$ cat src/rtl/recip_period_meter.sv
module recip_period_meter #(
  parameter int CNT_W       = 32,
  parameter int MAX_PERIODS = 32,
  localparam int ACC_W      = CNT_W + 1,
  localparam int PCNT_W     = $clog2(MAX_PERIODS + 1)
) (
  input  logic              clk,
  input  logic              rst_n,
  input  logic              sig_in,
  input  logic [CNT_W-1:0]  refresh_ticks,
  input  logic [CNT_W-1:0]  timeout_ticks,
  output logic [ACC_W-1:0]  tick_total,
  output logic [PCNT_W-1:0] period_count,
  output logic              result_valid,
  output logic              no_signal
);

  logic [2:0]        sync_q;
  logic [CNT_W-1:0]  win_q, idle_q;
  logic [ACC_W-1:0]  per_q, acc_q;
  logic [PCNT_W-1:0] np_q;
  logic              armed_q, capped_q, idle_run_q;

  wire rise = sync_q[1] & ~sync_q[2];

  wire [CNT_W:0] win_nx   = {1'b0, win_q} + 1'b1;
  wire           boundary = win_nx >= {1'b0, refresh_ticks};

  wire [CNT_W:0] idle_nx  = {1'b0, idle_q} + 1'b1;
  wire           tmo      = idle_run_q & ~rise & (idle_nx >= {1'b0, timeout_ticks});

  wire              complete = rise & armed_q & ~capped_q;
  wire [ACC_W-1:0]  acc_nx   = acc_q + (complete ? per_q : '0);
  wire [PCNT_W-1:0] np_nx    = np_q + PCNT_W'(complete);
  wire              hit_cap  = complete & (np_nx == PCNT_W'(MAX_PERIODS));

  always_ff @(posedge clk or negedge rst_n) begin
    if (!rst_n) begin
      sync_q       <= '0;
      win_q        <= '0;
      idle_q       <= '0;
      idle_run_q   <= 1'b1;
      per_q        <= '0;
      acc_q        <= '0;
      np_q         <= '0;
      armed_q      <= 1'b0;
      capped_q     <= 1'b0;
      tick_total   <= '0;
      period_count <= '0;
      result_valid <= 1'b0;
      no_signal    <= 1'b0;
    end else begin
      sync_q       <= {sync_q[1:0], sig_in};
      win_q        <= boundary ? '0 : win_nx[CNT_W-1:0];
      result_valid <= 1'b0;

      if (rise) begin
        idle_q     <= '0;
        idle_run_q <= 1'b1;
        no_signal  <= 1'b0;
      end else if (tmo) begin
        idle_run_q <= 1'b0;
        no_signal  <= 1'b1;
      end else if (idle_run_q) begin
        idle_q <= idle_nx[CNT_W-1:0];
      end

      if (rise)         per_q <= ACC_W'(1);
      else if (armed_q) per_q <= per_q + 1'b1;

      if (tmo) begin
        result_valid <= 1'b1;
        tick_total   <= '0;
        period_count <= '0;
        acc_q        <= '0;
        np_q         <= '0;
        armed_q      <= 1'b0;
        capped_q     <= 1'b0;
      end else begin
        if (boundary) begin
          if (np_nx != '0) begin
            result_valid <= 1'b1;
            tick_total   <= acc_nx;
            period_count <= np_nx;
          end
          acc_q    <= '0;
          np_q     <= '0;
          capped_q <= 1'b0;
        end else begin
          acc_q <= acc_nx;
          np_q  <= np_nx;
          if (hit_cap) capped_q <= 1'b1;
        end
        if (rise && !armed_q && !capped_q) armed_q <= 1'b1;
        else if (hit_cap && !boundary)     armed_q <= 1'b0;
      end
    end
  end

endmodule

$ cat config.mk
export PLATFORM = sky130hd
export DESIGN_NAME = recip_period_meter
export DESIGN_NICKNAME = d
export VERILOG_FILES = /design/src/rtl/recip_period_meter.sv
export SDC_FILE = /design/constraint.sdc
export NUM_CORES = 1
export LEC_CHECK = 0
export BUFFER_PORTS_ARGS = -buffer_cell sky130_fd_sc_hd__buf_2
export CORE_MARGIN = 2
export CORE_UTILIZATION = 40
export DETAILED_ROUTE_END_ITERATION = 7
export GPL_TIMING_DRIVEN = 0
export SLEW_MARGIN = 20
export SYNTH_ARGS = -nofsm -noshare
export SYNTH_HDL_FRONTEND = slang
export SYNTH_SLANG_ARGS = --single-unit
$ cat constraint.sdc
create_clock -name clk -period 4.7 [get_ports clk]
set_input_delay 0.705 -clock clk [delete_from_list [all_inputs] [get_ports clk]]
set_output_delay 0.705 -clock clk [all_outputs]
set_load 0.005 [all_outputs]
==> run summary, run 1 <==
status - completed
root buffer cell - clkbuf_16
post-synth cell types - 63
First DRT Iteration DRCs - 498
Syn Area/Cell - 8.819 um^2
Post-Synth XOR/XNOR Area - 11.28%
Yosys top cell area share - 38.86%
Die Wd - 175.2 um
Yosys Warn Count - 0
Total GRT Usage - 18.74%
post-synthesis simple-gate area fraction - 23.43%
worst reg2reg endpoint - tick_total[5]
top cell types by occurrence after synthesis - dfrtp_1, nor2_1, nand2_1
TritonCTS clock tree - built
Synth area leader - dfrtp_1
ys flop type - dfrtp_1
Largest stage delay, worst path - 450 ps
GP Congestion - 0.8816
CP endpoint kind - flip-flop
first-pass GRT wire length - 46.33 mm
Clock Skew - 11.70 ps
drt first pass iters - 5
PD cells - 282.2 nW/um^2
Final period util - 94.19%
asr flop ratio synth - 100.0%
CTS buffer count - 17
Layout area overhead - 15.84%
fmax - 225.9 MHz
count leader, synth - dfrtp_1
placed instance count - 1822
slowest CP cell - dfrtp_2
Remaining Overflow, GRT - 0
Clock Path Buffers - 2
post-synthesis mux area share - 0.1708%
Buffers on Ports - 107
clk sinks - 183
Synth Area in Adders - 10.95%
area of the core - 28780 um^2
WP depth - 17
Crit path arrival time - 4750 ps
antenna viol nets, final - 0
critical path class - flip-flop to flip-flop
Max-Cap Viols - 0
Clock Latency Late Sink - 440 ps
slew margin rel. - 53.46%
initial antenna violation count - 0
routed len/inst - 14.91 um
FF-to-FF Start - idle_q[0]
routed vias - 9361
reg2reg path depth - 17
height of the die - 175.2 um
initial core utilization - 40.72%
cell family contributing the most delay on the critical path - simple AND/OR/NAND/NOR gates
fillers - 2822
Area contributors post-synth - dfrtp_1, ha_1, xor2_1, nor2_1, xnor2_1
Worst Path Max Fanout - 10
Mapped Area - 11720 um^2
pin count of the biggest net entering global routing - 72
r2r setup slk - 270 ps
number of remaining DRC errors - 0
pins over their slew limit - 0
Mapped Nets - 1498
crit start category - flip-flop
worst IR drop on VDD - 0.0002623 V
Vias/cell - 5.038
required time of the worst setup path - 5020 ps
worst slew pin tran - 691.7 ps
final hold violations - 0
Clk pin slew, worst setup/hold paths - 70 ps
routed wire length - 27.70 mm
worst setup path end - tick_total[5]
antenna cells - 0
Die ar. - 30680 um^2
Final min period - 4427 ps
Worst setup startpoint - idle_q[0]
Min-Delay Path Class - primary input to async pin
Final HPWL DP - 21.38 mm
IO Count - 108
Final setup viols - 0
largest family of logic cells by synthesized area - simple AND/OR/NAND/NOR gates
hold_buf cts - 0
Synth Area in Compound Gates - 10.49%
fin cells - 1858
layout cell share with drive strength beyond 1 - 13.77%
row count - 62
EDFF count, synth - 0
Fin Hold WS - 151.7 ps
Synth Instances - 1329
synthesized flop and latch total - 183
vias in the first global route - 9104
sequential area share after synthesis - 39.08%
# nets final - 1630
worst path bufs/invs - 3
worst path cell trace - ha_1 > and3_1 > and3_1 > and3_2 > and4_1 > xor2_1 > ha_1 > nand3_1 > or3_1 > nand3b_1 > nor2_1 > o41ai_4 > buf_4 > a31oi_4 > buf_2 > buf_2 > nor2_1
static leakage - 6.917 nW
CTS H-tree depth - 4
-- sequential cells by signal (all words and copies together), names as in the netlist, 3 cells and up --
name / cells
acc_q: 33
idle_q: 32
np_q: 6
per_q: 33
period_count: 6
sync_q: 3
tick_total: 33
win_q: 32
-- placed cells by master, fill, tap and decap left out, types with 5 or more instances in the layout --
cell type / instances
and2_1: 32
clkbuf_1: 23
or3_1: 9
buf_2: 114
nor3_1: 9
a211oi_1: 11
a21oi_1: 73
xnor2_1: 60
dfrtp_1: 181
nor2_1: 174
nand2_1: 119
and4_1: 10
o22ai_1: 5
and3_1: 27
nor4_1: 5
xor2_1: 90
nand3_1: 51
nand2b_1: 12
nor2b_1: 53
inv_6: 5
o21ai_0: 50
o211ai_1: 7
a21o_1: 12
buf_4: 8
inv_1: 93
ha_1: 100
clkbuf_16: 17
a31oi_1: 5
nand4_1: 21
or2_2: 6
-- metrics by stage --
stage / setup TNS (ps) / util, % / power, mW / setup slack (ps) / cell area, um^2
2_1_floorplan: 0 / - / 2.241 / 768.9 / 11720
3_3_place_gp: -73440 / 44.25 / 2.446 / -540.1 / 12740
3_5_place_dp: -39330 / 44.48 / 2.467 / -536.3 / 12800
4_1_cts: 0 / 46.70 / 3.866 / 11.43 / 13440
5_1_grt: -1.304 / 47.17 / 4.040 / -1.304 / 13580
6_report: 0 / 47.17 / 3.831 / 273.1 / 13580
-- cell families after synthesis --
| logic type | Yosys count |
|---|---|
| xor+xnor | 151 |
| buf+inv | 136 |
| simple gates | 556 |
| fa+ha+maj | 102 |
| compound gates | 199 |
| mux | 2 |
| flops | 183 |
-- area by class of cell --
class	instances	area, um^2	area share, %
Timing Repair Buffer	114	650.6	4.792
Inverter	93	349.1	2.571
Buffer	42	221.5	1.631
Clock inverter	13	112.6	0.8294
Clock buffer	19	442.9	3.262
Sequential cell	183	4582	33.75
Multi-Input combinational cell	1010	6738	49.63
Tap cell	384	480.5	3.539
-- power breakdown --
part	leakage, nW	switching, mW	internal [mW]
logic	4.27	0.412	0.254
registers	2.37	0.0846	1.69
clock network	0.275	0.674	0.711
total	6.92	1.17	2.66
-- what timing repair did --
item / 4_1_cts / 5_1_grt
pin swaps: 2 / 4
buffers inserted: 2 / 3
gates resized for setup: 12 / 47
setup endpoints to repair: 110 / 111
endpoints found under the hold margin: 0 / 0
-- metal layers --
metal / vias up / GRT usage [%] / part of all wire, %
li1: 4745 / - / -
met1: 4434 / 28.04 / 51
met2: 166 / 28.82 / 44
met3: 16 / 2.567 / 3.9
met4: 0 / 3.958 / 0.72
met5: - / 0 / 0
-- how the worst min path moves through the flow --
| stage | start | cells past startpoint | slack [ps] | end |
|---|---|---|---|---|
| after global routing | rst_n | 1 | 180 | win_q[18] |
| after detailed placement | sync_q[0] | 0 | 340 | sync_q[1] |
| after CTS | rst_n | 1 | 160 | win_q[18] |
| after global placement | sync_q[0] | 0 | 340 | sync_q[1] |
| after floorplan | sync_q[0] | 0 | 330 | sync_q[1] |
| final | rst_n | 1 | 150 | win_q[18] |
Note: power is estimated with default switching activity, not from simulation.
==> run 2, diff against run 1 <==
--- a/config.mk
+++ b/config.mk
@@ -9,7 +9,6 @@
 export CORE_MARGIN = 2
 export CORE_UTILIZATION = 40
 export DETAILED_ROUTE_END_ITERATION = 7
-export GPL_TIMING_DRIVEN = 0
 export SLEW_MARGIN = 20
 export SYNTH_ARGS = -nofsm -noshare
 export SYNTH_HDL_FRONTEND = slang
==> run 2 against run 1 <==
Clock skew increased by 3.7 ps. Clock power increased by 4%. Sequential power about the same. Total power increased by 1.1%. Fmax increased by 1.0%. Die area unchanged. Worst setup slack improved by 45 ps. Sequential share of layout area increased by 0.29 points. Register-to-register slack improved by 40 ps. Non-clock buffer count decreased by 26. Critical path depth decreased by 3. Critical endpoint is now tick_total[16].
==> run summary, run 2 (synthesis results as in run 1) <==
Vias/cell - 5.087 (was 5.038)
# nets final - 1604 (was 1630)
Final min period - 4382 ps (was 4427 ps)
first-pass GRT wire length - 46.89 mm (was 46.33 mm)
Layout area overhead - 14.84% (was 15.84%)
TritonCTS clock tree - built (unchanged)
routed vias - 9319 (was 9361)
CP endpoint kind - flip-flop (unchanged)
Worst setup startpoint - sync_q[2] (was idle_q[0])
Worst Hold End - sync_q[1]
number of remaining DRC errors - 0 (unchanged)
drt first pass iters - 5 (unchanged)
initial core utilization - 40.72% (unchanged)
Clock Path Buffers - 2 (unchanged)
most frequent cells in the layout - dfrtp_1, nor2_1, nand2_1, buf_2, ha_1 (unchanged)
Max-Cap Viols - 0 (unchanged)
fmax - 228.2 MHz (was 225.9 MHz)
RSZ-0062 raised after global routing - false
Clock Latency Late Sink - 440 ps (about the same)
worst reg2reg endpoint - tick_total[16] (was tick_total[5])
slew margin rel. - 40.30% (was 53.46%)
GP Congestion - 0.8468 (was 0.8816)
Buffers on Ports - 107 (unchanged)
initial antenna violation count - 0 (unchanged)
Die Wd - 175.2 um (unchanged)
Clock Skew - 15.37 ps (was 11.70 ps)
crit start category - flip-flop (unchanged)
critical path class - flip-flop to flip-flop (unchanged)
final hold violations - 0 (unchanged)
fillers - 2806 (was 2822)
PD cells - 287.9 nW/um^2 (was 282.2 nW/um^2)
routed len/inst - 15.17 um (was 14.91 um)
row count - 62 (unchanged)
Worst Path Max Fanout - 19 (was 10)
Clk pin slew, worst setup/hold paths - 80 ps (was 70 ps)
Worst Hold Launch - sync_q[0]
commonest non-fill, non-tap cell in the layout - dfrtp_1 (unchanged)
area of the core - 28780 um^2 (unchanged)
CTS buffer count - 17 (unchanged)
status - completed (unchanged)
pin count of the biggest net entering global routing - 111 (was 72)
Final setup viols - 0 (unchanged)
Final period util - 93.24% (was 94.19%)
vias in the first global route - 9281 (was 9104)
total power - 3.874 mW (was 3.831 mW)
r2r setup slk - 320 ps (was 270 ps)
First DRT Iteration DRCs - 478 (was 498)
antenna viol nets, final - 0 (unchanged)
worst slew pin tran - 895.5 ps (was 691.7 ps)
Final HPWL DP - 20.76 mm (was 21.38 mm)
layout cell share with drive strength beyond 1 - 13.05% (was 13.77%)
FF-to-FF Start - sync_q[2] (was idle_q[0])
CTS H-tree depth - 4 (unchanged)
height of the die - 175.2 um (unchanged)
Crit path arrival time - 4720 ps (was 4750 ps)
pins over their slew limit - 0 (unchanged)
required time of the worst setup path - 5040 ps (was 5020 ps)
TNS Setup - 0 ps (unchanged)
IO Count - 108 (unchanged)
antenna cells - 0 (unchanged)
Remaining Overflow, GRT - 0 (unchanged)
Die ar. - 30680 um^2 (unchanged)
static leakage - 6.843 nW (was 6.917 nW)
root buffer cell - clkbuf_16 (unchanged)
Total GRT Usage - 18.85% (was 18.74%)
Min-Delay Path Class - flip-flop to flip-flop (was primary input to async pin)
worst IR drop on VDD - 0.0002441 V (was 0.0002623 V)
reg2reg path depth - 14 (was 17)
routed wire length - 27.79 mm (was 27.70 mm)
Top Registers - acc_q: 33 flops, per_q: 33 flops, tick_total: 33 flops (unchanged)
clk sinks - 183 (unchanged)
hold path depth - 0
# Post-CTS Setup Buffers - 0 (was 2)
run 2: changes by cell type in the layout (fill, tap and decap cells not counted), moves of 3 or more:
cell      previous run  this run
nor2_1             174       177
buf_6                4         0
buf_4                8        17
and3_1              27        30
buf_12               1         6
buf_2              114       106
clkbuf_1            23         0
and3_2               3         0
nor2_2               3         0
run 2: report_power, final:
group | internal [mW] | switching (mW) | total (mW)
registers | 1.69 | 0.0864 | 1.78
logic | 0.251 | 0.401 | 0.652
clock network | 0.714 | 0.727 | 1.44
run 2: repair_timing:
| item | in CTS | in global routing |
|---|---|---|
| endpoints found under the setup margin | 0 | 93 |
| resized for setup | 0 | 7 |
| hold buffers | 0 | 0 |
run 2: through the flow:
step                      hold slack [ps]  util (%)  setup WS [ps]  instance area, um^2  instances
after CTS                           368.9     46.64          76.43                13420       1832
after global routing                377.0     46.77          3.270                13460       1832
after global placement              355.9     44.61          109.6                12840       1800
final                               361.0     46.77          317.8                13460       1832
after floorplan                     331.2         -          768.9                11720       1329
after detailed placement            350.5     44.61          122.9                12840       1800
run 2: how the worst max path moves through the flow:
stage / to / slack (ps)
after global routing: acc_q[29] / 3
after detailed placement: tick_total[19] / 120
after CTS: tick_total[19] / 80
final: tick_total[16] / 320
after global placement: tick_total[19] / 110
after floorplan: idle_q[28] / 770
run 2: layer usage:
| layer | GRT usage (%) | up-vias | share of wire [%] |
|---|---|---|---|
| li1 | - | 4698 | - |
| met1 | 28.27 | 4412 | 51 |
| met2 | 28.51 | 182 | 43 |
| met3 | 2.480 | 27 | 3.9 |
| met4 | 4.965 | 0 | 1.5 |
| met5 | 0 | - | 0 |
run 2: final cells by class:
type	instances	area [um^2]	area share, %
Sequential cell	183	4581	34.03
Multi-Input combinational cell	1010	6674	49.59
Clock inverter	15	157.7	1.171
Inverter	93	349.1	2.594
Timing Repair Buffer	130	792.0	5.885
Clock buffer	17	425.4	3.161
Tap cell	384	480.5	3.570
run 2: critical path, cell delays in order (launching register included):
cell      delay, ps
dfrtp_1         400
nand2b_1        240
nor3_2          260
buf_4           260
and2_1          230
ha_1            300
nor2b_1         160
o31a_1          290
o21ai_0         450
o22ai_1         230
a221oi_1        490
nor2_1           80
a311oi_1        630
o21a_1          220
nor2_1           40
